<file path="src/rtl/crate_dec_pkg.sv">
package crate_dec_pkg;

  typedef enum logic [1:0] {
    ST_IDLE,
    ST_ACK,
    ST_DRAIN
  } bus_state_e;

  typedef enum logic [1:0] {
    TGT_NONE,
    TGT_LOCAL,
    TGT_UPPER,
    TGT_BOARDS
  } target_e;

endpackage

</file>
<file path="src/rtl/cycle_qualify.sv">
module cycle_qualify
  import crate_dec_pkg::*;
#(
  parameter int          NB         = 18,
  parameter int          FIELD_W    = 5,
  parameter int          FIELD_BASE = 22,
  parameter int          FIELD_SPAN = 10,
  parameter logic [5:0]  AM_CODE    = 6'h09,
  parameter int          LOCAL_REGS = 4,
  parameter int          OFS_W      = FIELD_BASE - 2,
  parameter logic [OFS_W-1:0] CLK_OFS = 'h100,
  parameter logic [OFS_W-1:0] HV_OFS  = 'h101
) (
  input  logic [31:1]        addr,
  input  logic [5:0]         am,
  input  logic               lword_n,
  input  logic               ds0_n,
  input  logic               ds1_n,
  input  logic [FIELD_W-1:0] crate_id,
  input  logic [2:0]         field_pos,
  input  logic [NB-1:0]      sel_mask,
  output logic               qual_ok,
  output target_e            target,
  output logic [OFS_W-1:0]   offset
);
  localparam int MAX_POS = FIELD_SPAN - FIELD_W;

  logic [FIELD_SPAN-1:0] hi_bits;
  logic [FIELD_W-1:0]    cand [MAX_POS+1];
  logic [2:0]            pos_eff;
  logic [FIELD_W-1:0]    field;
  logic                  crate_hit;
  logic                  xfer_ok;

  assign hi_bits = addr[FIELD_BASE+FIELD_SPAN-1:FIELD_BASE];
  assign offset  = addr[FIELD_BASE-1:2];

  // one candidate field per legal position
  for (genvar p = 0; p <= MAX_POS; p++) begin : g_field
    assign cand[p] = hi_bits[p +: FIELD_W];
  end

  always_comb begin
    pos_eff = (int'(field_pos) > MAX_POS) ? 3'(MAX_POS) : field_pos;
    field   = cand[pos_eff];
  end

  assign crate_hit = (field == crate_id);
  assign xfer_ok   = !lword_n && !ds0_n && !ds1_n && !addr[1];
  assign qual_ok   = xfer_ok && (am == AM_CODE) && crate_hit;

  always_comb begin
    if (int'(offset) < LOCAL_REGS)
      target = TGT_LOCAL;
    else if (offset == CLK_OFS || offset == HV_OFS)
      target = sel_mask[NB-1] ? TGT_UPPER : TGT_NONE;
    else
      target = (|sel_mask) ? TGT_BOARDS : TGT_NONE;
  end

endmodule

</file>
<file path="src/rtl/bus_cycle_fsm.sv">
module bus_cycle_fsm
  import crate_dec_pkg::*;
(
  input  logic    clk,
  input  logic    rst_n,
  input  logic    as_n,
  input  logic    ds0_n,
  input  logic    ds1_n,
  input  logic    qual_ok,
  input  target_e target,
  output logic    start,
  output logic    accept,
  output logic    ack_active,
  output target_e tgt_q
);
  bus_state_e state_q, state_d;

  assign start  = (state_q == ST_IDLE) && !as_n && (!ds0_n || !ds1_n);
  assign accept = start && qual_ok && (target != TGT_NONE);
  assign ack_active = (state_q == ST_ACK);

  always_comb begin
    state_d = state_q;
    unique case (state_q)
      ST_IDLE:  if (accept) state_d = ST_ACK;
                else if (start) state_d = ST_DRAIN;
      ST_ACK:   if (ds0_n || ds1_n) state_d = as_n ? ST_IDLE : ST_DRAIN;
      ST_DRAIN: if (as_n) state_d = ST_IDLE;
      default:  state_d = ST_IDLE;
    endcase
  end

  always_ff @(posedge clk or negedge rst_n) begin
    if (!rst_n) begin
      state_q <= ST_IDLE;
      tgt_q   <= TGT_NONE;
    end else begin
      state_q <= state_d;
      if (accept) tgt_q <= target;
    end
  end

  // DTACK may only be held while both strobes were low on the previous edge
  assert_ack_strobes_R4: assert property (@(posedge clk) disable iff (!rst_n)
    ack_active |-> $past(!ds0_n && !ds1_n));

  // a strobe seen high ends the acknowledge at that edge
  assert_ack_release_R4: assert property (@(posedge clk) disable iff (!rst_n)
    (ack_active && (ds0_n || ds1_n)) |=> !ack_active);

  // an unaccepted start never leads to an acknowledge before as_n rises
  assert_reject_holds_R1: assert property (@(posedge clk) disable iff (!rst_n)
    (state_q == ST_DRAIN && !as_n) |=> !ack_active);

endmodule

</file>
<file path="src/rtl/crate_local_regs.sv">
module crate_local_regs
  import crate_dec_pkg::*;
#(
  parameter int NB     = 18,
  parameter int DATA_W = 32,
  parameter int OFS_W  = 20,
  parameter logic [OFS_W-1:0] HV_OFS = 'h101
) (
  input  logic              clk,
  input  logic              rst_n,
  input  logic              accept,
  input  target_e           target,
  input  logic [OFS_W-1:0]  offset,
  input  logic              write_n,
  input  logic [DATA_W-1:0] wdata,
  output logic [NB-1:0]     sel_mask,
  output logic [DATA_W-1:0] rd_q
);
  localparam int CNT_W = $clog2(NB + 1);

  logic [NB-1:0]     sel_q;
  logic              sticky_q;
  logic [DATA_W-1:0] scratch_q, clk_ctl_q, hv_ctl_q;
  logic [CNT_W-1:0]  sel_cnt;
  logic              wr_local, wr_upper, rd_board;
  logic              sticky_set, sticky_clr;
  logic [DATA_W-1:0] rd_d;

  assign sel_mask = sel_q;
  assign sel_cnt  = CNT_W'($countones(sel_q));

  assign wr_local   = accept && !write_n && (target == TGT_LOCAL);
  assign wr_upper   = accept && !write_n && (target == TGT_UPPER);
  assign rd_board   = accept &&  write_n && (target == TGT_BOARDS);
  assign sticky_set = rd_board && (sel_cnt > CNT_W'(1));
  assign sticky_clr = wr_local && (offset[1:0] == 2'd1) && wdata[0];

  always_comb begin
    rd_d = '0;
    if (target == TGT_LOCAL) begin
      unique case (offset[1:0])
        2'd0: rd_d = {{(DATA_W-NB){1'b0}}, sel_q};
        2'd1: rd_d = {{(DATA_W-1){1'b0}}, sticky_q};
        2'd2: rd_d = scratch_q;
        default: rd_d = {{(DATA_W-CNT_W){1'b0}}, sel_cnt};
      endcase
    end else if (target == TGT_UPPER) begin
      rd_d = (offset == HV_OFS) ? hv_ctl_q : clk_ctl_q;
    end
  end

  always_ff @(posedge clk or negedge rst_n) begin
    if (!rst_n) begin
      sel_q     <= '0;
      sticky_q  <= 1'b0;
      scratch_q <= '0;
      clk_ctl_q <= '0;
      hv_ctl_q  <= '0;
      rd_q      <= '0;
    end else begin
      if (accept) rd_q <= write_n ? rd_d : '0;
      if (wr_local) begin
        unique case (offset[1:0])
          2'd0: sel_q <= wdata[NB-1:0];
          2'd2: scratch_q <= wdata;
          default: ;
        endcase
      end
      if (wr_upper) begin
        if (offset == HV_OFS) hv_ctl_q <= wdata;
        else                  clk_ctl_q <= wdata;
      end
      if (sticky_set)      sticky_q <= 1'b1;
      else if (sticky_clr) sticky_q <= 1'b0;
    end
  end

  assert_sticky_hold_R10: assert property (@(posedge clk) disable iff (!rst_n)
    (sticky_q && !sticky_clr) |=> sticky_q);

  assert_sticky_cause_R10: assert property (@(posedge clk) disable iff (!rst_n)
    (!sticky_q && !rd_board) |=> !sticky_q);

endmodule

</file>
<file path="src/rtl/board_strobe_gen.sv">
module board_strobe_gen
  import crate_dec_pkg::*;
#(
  parameter int NB = 18
) (
  input  logic          ack_active,
  input  target_e       tgt_q,
  input  logic [NB-1:0] sel_mask,
  output logic [NB-1:0] board_sel
);
  logic board_cycle;
  assign board_cycle = ack_active && (tgt_q == TGT_BOARDS);

  for (genvar i = 0; i < NB; i++) begin : g_strobe
    assign board_sel[i] = board_cycle && sel_mask[i];
  end

endmodule

</file>
<file path="src/rtl/crate_slave_decoder.sv">
module crate_slave_decoder
  import crate_dec_pkg::*;
#(
  parameter int NB      = 18,
  parameter int DATA_W  = 32,
  parameter int FIELD_W = 5
) (
  input  logic               clk,
  input  logic               rst_n,
  input  logic [FIELD_W-1:0] crate_id,
  input  logic [2:0]         field_pos,
  input  logic [31:1]        addr,
  input  logic [5:0]         am,
  input  logic               as_n,
  input  logic               ds0_n,
  input  logic               ds1_n,
  input  logic               lword_n,
  input  logic               write_n,
  input  logic [DATA_W-1:0]  wdata,
  output logic [DATA_W-1:0]  rdata,
  output logic               dtack_n,
  output logic [NB-1:0]      board_sel
);
  localparam int FIELD_BASE = 22;
  localparam int OFS_W      = FIELD_BASE - 2;
  localparam logic [OFS_W-1:0] CLK_OFS = OFS_W'('h100);
  localparam logic [OFS_W-1:0] HV_OFS  = OFS_W'('h101);
  localparam logic [5:0]       AM_MEM  = 6'h09;

  logic             qual_ok, start, accept, ack_active;
  target_e          target, tgt_q;
  logic [OFS_W-1:0] offset;
  logic [NB-1:0]    sel_mask;
  logic [DATA_W-1:0] rd_q;

  cycle_qualify #(
    .NB(NB), .FIELD_W(FIELD_W), .FIELD_BASE(FIELD_BASE), .FIELD_SPAN(10),
    .AM_CODE(AM_MEM), .LOCAL_REGS(4), .OFS_W(OFS_W),
    .CLK_OFS(CLK_OFS), .HV_OFS(HV_OFS)
  ) u_qual (
    .addr(addr), .am(am), .lword_n(lword_n), .ds0_n(ds0_n), .ds1_n(ds1_n),
    .crate_id(crate_id), .field_pos(field_pos), .sel_mask(sel_mask),
    .qual_ok(qual_ok), .target(target), .offset(offset)
  );

  bus_cycle_fsm u_fsm (
    .clk(clk), .rst_n(rst_n), .as_n(as_n), .ds0_n(ds0_n), .ds1_n(ds1_n),
    .qual_ok(qual_ok), .target(target), .start(start), .accept(accept),
    .ack_active(ack_active), .tgt_q(tgt_q)
  );

  crate_local_regs #(
    .NB(NB), .DATA_W(DATA_W), .OFS_W(OFS_W), .HV_OFS(HV_OFS)
  ) u_regs (
    .clk(clk), .rst_n(rst_n), .accept(accept), .target(target),
    .offset(offset), .write_n(write_n), .wdata(wdata),
    .sel_mask(sel_mask), .rd_q(rd_q)
  );

  board_strobe_gen #(.NB(NB)) u_strobe (
    .ack_active(ack_active), .tgt_q(tgt_q), .sel_mask(sel_mask),
    .board_sel(board_sel)
  );

  assign dtack_n = !ack_active;
  assign rdata   = ack_active ? rd_q : '0;

  assert_bad_am_R2: assert property (@(posedge clk) disable iff (!rst_n)
    (start && am != AM_MEM) |=> dtack_n);

  assert_short_xfer_R1: assert property (@(posedge clk) disable iff (!rst_n)
    (start && (lword_n || addr[1])) |=> dtack_n);

  assert_strobe_in_ack_R8: assert property (@(posedge clk) disable iff (!rst_n)
    (|board_sel) |-> !dtack_n);

  assert_broadcast_all_R9: assert property (@(posedge clk) disable iff (!rst_n)
    (|board_sel) |-> (board_sel == sel_mask));

endmodule

</file>
<file path="config.mk">
export PLATFORM = sky130hd
export DESIGN_NAME = crate_slave_decoder
export DESIGN_NICKNAME = d
export VERILOG_FILES = /design/src/rtl/crate_dec_pkg.sv /design/src/rtl/cycle_qualify.sv /design/src/rtl/bus_cycle_fsm.sv /design/src/rtl/crate_local_regs.sv /design/src/rtl/board_strobe_gen.sv /design/src/rtl/crate_slave_decoder.sv
export SDC_FILE = /design/constraint.sdc
export NUM_CORES = 1
export LEC_CHECK = 0
export BUFFER_PORTS_ARGS = -buffer_cell sky130_fd_sc_hd__buf_2
export CORE_MARGIN = 3
export CORE_UTILIZATION = 45
export CTS_BUF_LIST = sky130_fd_sc_hd__clkbuf_8
export CTS_CLUSTER_DIAMETER = 50
export DETAILED_ROUTE_END_ITERATION = 8
export GPL_ROUTABILITY_DRIVEN = 0
export GPL_TIMING_DRIVEN = 0
export HOLD_SLACK_MARGIN = 0.03
export PLACE_DENSITY = 0.66
export SYNTH_ARGS = -nofsm -noshare
export SYNTH_HDL_FRONTEND = slang
export SYNTH_SLANG_ARGS = --single-unit
</file>
<file path="constraint.sdc">
create_clock -name clk -period 5.31 [get_ports clk]
set_input_delay 0.7965 -clock clk [delete_from_list [all_inputs] [get_ports clk]]
set_output_delay 0.7965 -clock clk [all_outputs]
set_load 0.01 [all_outputs]
</file>
# After elaboration in Yosys (flattened, before gate mapping)
# Index checks and enable logic that the tools add are counted.
# classes
addsub	17
magnitude_cmp	4
n_eq_ne	15
mux	22
bitwise_logic	2
reduce_logical	56
# ops
cell	count
$mux W32	5
$pmux W32 S3	1
$add A5 B5 Y5	8
$eq A20 B9 Y1 const B	2
$logic_and A1 B1 Y1	36
$lt A20 B3 Y1 const B	1
$add A1 B1 Y2	9
$mux W2	9
$reduce_or A18 Y1	1
$bmux W5 S3	1
$eq A2 B2 Y1 const B	5
$mux W5	2
$reduce_and A2 Y1	4
$logic_not A1 Y1	7
$eq A2 B1 Y1 const B	3
$eq A6 B4 Y1 const B	1
$pmux W2 S3	1
$eq A5 B5 Y1	1
$gt A5 B1 Y1 const B	1
$ge A4 B4 Y1 const B	1
$logic_not A2 Y1	2
$not A3 Y4	1
$reduce_bool A2 Y1	2
$gt A3 B3 Y1 const B	1
8 further kinds	11
# totals
regBits	151
in_bits	84
word_cells	124

# Logic depth before layout (Yosys ltp)
# logic_depth
ltp_word	16
depth_mapped	18

# Hierarchy
# From an unflattened synthesis, not the netlist that was laid out.
# unflattened
cells_unflattened	675
area_unflattened_um2	8002.7
# by_module_without_submodules
module	n_inst	cells_each	area_per_inst_um2
crate_local_regs	1	527	6767.7
cycle_qualify	1	75	611.8
bus_cycle_fsm	1	16	222.7
crate_slave_decoder	1	36	219.0
board_strobe_gen	1	21	181.4

# Worst setup path after synthesis
# OpenSTA, ideal clock, no wires.
# synth_timing
kind	register to register
startpoint	register u_regs.sel_q[4], in the netlist u_regs.sel_mask[4]
endpoint	register u_regs.rd_q[4]
arrival_time_ns	4.699
slack_ns	0.487
stages_incl_launch_ff	19
period_less_slack_ns	4.823
path_cell_list	dfrtp_1 inv_1 ha_1 inv_1 fa_1 inv_1 fa_1 inv_1 fa_1 fa_1 inv_1 fa_1 fa_1 a21o_1 a21o_1 mux2i_1 a2bb2oi_1 o22ai_1 mux2_2
# synth_via
elab_chain_len	8
# synth_lines
element	line_no	text
from (decl)	crate_local_regs.sv:21	logic [NB-1:0] sel_q;
from (signal assigned)	crate_local_regs.sv:64	2'd0: sel_q <= wdata[NB-1:0];
$add A1 B1 Y2 (not written as such) / $reduce_or A18 Y1 (equally long branches)	crate_local_regs.sv:30, cycle_qualify.sv:58	
$add A5 B5 Y5 (not written as such) / $mux W2 (equally long branches)	crate_local_regs.sv:30, cycle_qualify.sv:58	
$add A5 B5 Y5 (not written as such) / $mux W2 (equally long branches)	crate_local_regs.sv:30, cycle_qualify.sv:55	
$add A5 B5 Y5 (not written as such) / $mux W2 (equally long branches)	crate_local_regs.sv:30, cycle_qualify.sv:53	
$add A5 B5 Y5 (not written as such) / $eq A2 B2 Y1 (equally long branches)	crate_local_regs.sv:30, crate_local_regs.sv:47	
$pmux W32 S3 / $mux W32 (equally long branches)	crate_local_regs.sv:41, crate_local_regs.sv:47	
$mux W32	crate_local_regs.sv:40	if (target == TGT_LOCAL) begin
$mux W32	crate_local_regs.sv:61	if (accept) rd_q <= write_n ? rd_d : '0;
to (signal assigned)	crate_local_regs.sv:61	
to (decl)	crate_local_regs.sv:17	output logic [DATA_W-1:0] rd_q
# Parallel ways exist; a longest one is shown, timed or not.
# A chain may end at the register's enable or synchronous reset.

# Final worst setup path
# layout_timing
startpoint	register u_regs.sel_q[5], in the netlist u_regs.sel_mask[5]
endpoint	register u_regs.rd_q[4]
# Same word-level chain as after synthesis.

==> reports/metrics.yaml <==
synthesis:
  synth_top_family_by_area: "multiplexers"
  syn_inst: 652
  synthesis.area_um2: 8333
  ys_seq_area_frac: 0.4535
  synth_fp_nets: 771
  synth-simple-area-share: 0.08378
  synth_edf_count: 0
  synth-seq-cells: 151
  synth-compound-area-share: 0.05180
  synth.distinct_cells: 59
  synth.area.mux_share: 0.2872
  yosys-top-cells-area: "dfrtp_1 45%, mux2_2 15%, mux2i_1 6.8%, mux2_4 5.2%, and2_1 3.8%"
  synth_top_area_share: 0.4535
  ys.flop_type: "dfrtp_1"
  async_flop_share: 1.000
  yosys_warnings: 0
  synth_area_leader_cell: "dfrtp_1"
  synthAdderAreaFrac: 0.06426
  synthXorXnorAreaFrac: 0.01051
  avgSynthCellArea_um2: 12.78
route:
  ant_nets: 0
  vias_per_cell: 5.351
  drt_iter0_markers: 233
  via_count: 5613
  wl_um: 19860
  dr.pass1.iters: 4
  avgRoutedWirePerCell_um: 18.94
  drc: 0
place:
  place_inst: 1014
  post-place-ws_ns: 0.1143
  dpl.hpwl_um: 14390
  place_area_um2: 9314
  numPortBuffers: 132
clock_network:
  cts-root-buf: "clkbuf_8"
  cts_htree_levels: 4
  cts_sinks: 151
  path_clk_slew_ns: 0.08
  cts_tree: "yes"
  clk_latency_ns: 0.45
  clockBufferDepth: 2
  cts_buffers: 17
critical_path:
  worstSetupPathType: "reg2reg"
  critPathMaxStageDelay_ns: 0.55
  start_kind: "register"
  crit_fanout: 4
  slowest_stage: "fa_1"
  required_ns: 5.65
  crit_buf_inv: 5
  cp_top_family: "adder cells"
  end_kind: "register"
  cp_data_arrival_time_ns: 5.45
  path_cells: "inv_1, ha_1, inv_1, fa_1, inv_1, fa_1, inv_1, fa_1, fa_1, inv_1, fa_1, fa_2, a21o_1, a21o_1, mux2i_1, a2bb2oi_2, o22ai_1, mux2_2"
timing:
  maxSlewViolCount: 0
  fmax_mhz: 195.6
  min_period_ns: 5.112
  tightestPinTransition_ns: 0.8751
  setup_violations: 0
  slew_headroom: 0.4166
  fin_setup_tns_ns: 0
  hold_viol: 0
  skew_ns: 0.006343
  fin_crit_sh: 0.9628
  timing.final.ws_setup_ns: 0.1978
finish:
  layout_commonest_cell: "dfrtp_1"
  drive_gt1_frac: 0.4237
  final_area_um2: 9796
  area_growth_pct: 17.55
  num-nets-final: 925
  multi_input_area_um2: 4155
  fillers: 1545
  final_cell_mix: "150 x dfrtp_1, 141 x buf_2, 114 x mux2_2, 57 x mux2i_1, 51 x and2_1"
  regArea_um2: 3780
  layout.cells.non_filler: 1049
floorplan:
  die_width_um: 142.1
  fp.coreArea_um2: 18090
  die_h_um: 142.1
  io_pins: 135
  start_util: 0.4607
  rows: 49
  dieArea_um2: 20190
global_route:
  grt_pass1_vias: 5988
  grt_start_max_net_pins: 94
  antenna_found_initial: 1
  groute.usage.overall: 0.2021
  grt.overflow.total: 0
  grt_pass1_wl_um: 32110
status:
  status: "finished clean"
power_and_ir_drop:
  leakage_nw: 4.982
  total_power_mw: 2.271
  vdd_ir_drop_max_mv: 0.1690
  power_density_nw_per_um2: 231.9
hold_path:
  hold_class: "in2async"
flow_run:
  cap_violations: 0
-- per-stage QoR --
step                      utilization  hold slack, ns
after global placement         0.5131          0.4666
after CTS                      0.5401          0.4513
after global routing           0.5416          0.4918
final                          0.5416          0.4289
after floorplan                     -          0.4574
after detailed placement       0.5150          0.4858
-- cell usage after synthesis (all sizes together) (4+ instances only) --
cell type,number
ha,22
dfrtp,151
and2,51
clkbuf,13
nand2b,4
xnor2,8
mux2,149
nand2,10
o21ai,4
nor2,8
nor4,6
nand4,5
a21oi,4
inv,47
fa,13
mux2i,58
buf,21
o2bb2ai,14
o22ai,21
-- final timing paths --
| kind | from | end | slack [ns] | depth (start not counted) |
|---|---|---|---|---|
| min in group clk | u_regs.rd_q[30] | u_regs.rd_q[30] | 0.50 | 1 |
| max reg2reg | u_regs.sel_mask[5] | u_regs.rd_q[4] | 0.20 | 18 |
| min | rst_n | u_regs.scratch_q[24] | 0.43 | 1 |
| max in group asynchronous | rst_n | u_regs.clk_ctl_q[10] | 4.07 | 2 |
| max | u_regs.sel_mask[5] | u_regs.rd_q[4] | 0.20 | 18 |
| min reg2reg | u_regs.rd_q[30] | u_regs.rd_q[30] | 0.50 | 1 |
-- per-layer routing --
layer	GRT usage	up-vias	routed length (um)
met4	0.04949	0	235
met3	0.03528	18	754
met2	0.3349	116	9590
met1	0.2779	2868	9282
met5	0	-	0
li1	-	2611	-
-- repair_timing --
item,in CTS,in global routing
setup buffers,0,2
resized for setup,0,3
setup endpoints to repair,0,1
hold buffers,0,0
-- cell families (layout without fill, tap and decap cells) --
| group | count (synthesis) | in the layout |
|---|---|---|
| muxes | 208 | 208 |
| DFF | 151 | 151 |
| buffers and inverters | 81 | 248 |
| AOI/OAI and AO/OA | 60 | 60 |
| adders and majority gates | 35 | 35 |
| other | 0 | 1 |
| xor gates and xnor gates | 10 | 10 |
| and+or+nand+nor | 107 | 107 |
-- area by class of cell --
class,count,share of cell area
Antenna cell,1,0.0002555
Buffer,34,0.02363
Clock buffer,18,0.02529
Clock inverter,14,0.02108
Inverter,47,0.01801
Multi-Input combinational cell,420,0.4242
Sequential cell,151,0.3859
Tap cell,229,0.02925
Timing Repair Buffer,135,0.07242
-- state kept, by name (all words and copies together) (netlist names) --
name,count
u_fsm.tgt_q,2
u_regs.clk_ctl_q,32
u_fsm.state_q,2
u_regs.rd_q,32
u_regs.sticky_q,1
u_regs.hv_ctl_q,32
u_regs.sel_mask,18
u_regs.scratch_q,32
-- report_power, final --
| group | total (mW) | internal, mW | switching, mW | leakage (nW) |
|---|---|---|---|---|
| registers | 1.15 | 1.15 | 0.000412 | 2.10 |
| logic | 0.117 | 0.0475 | 0.0700 | 2.64 |
| clock network | 1.00 | 0.569 | 0.436 | 0.235 |
Power figures use the tool's default switching activity.
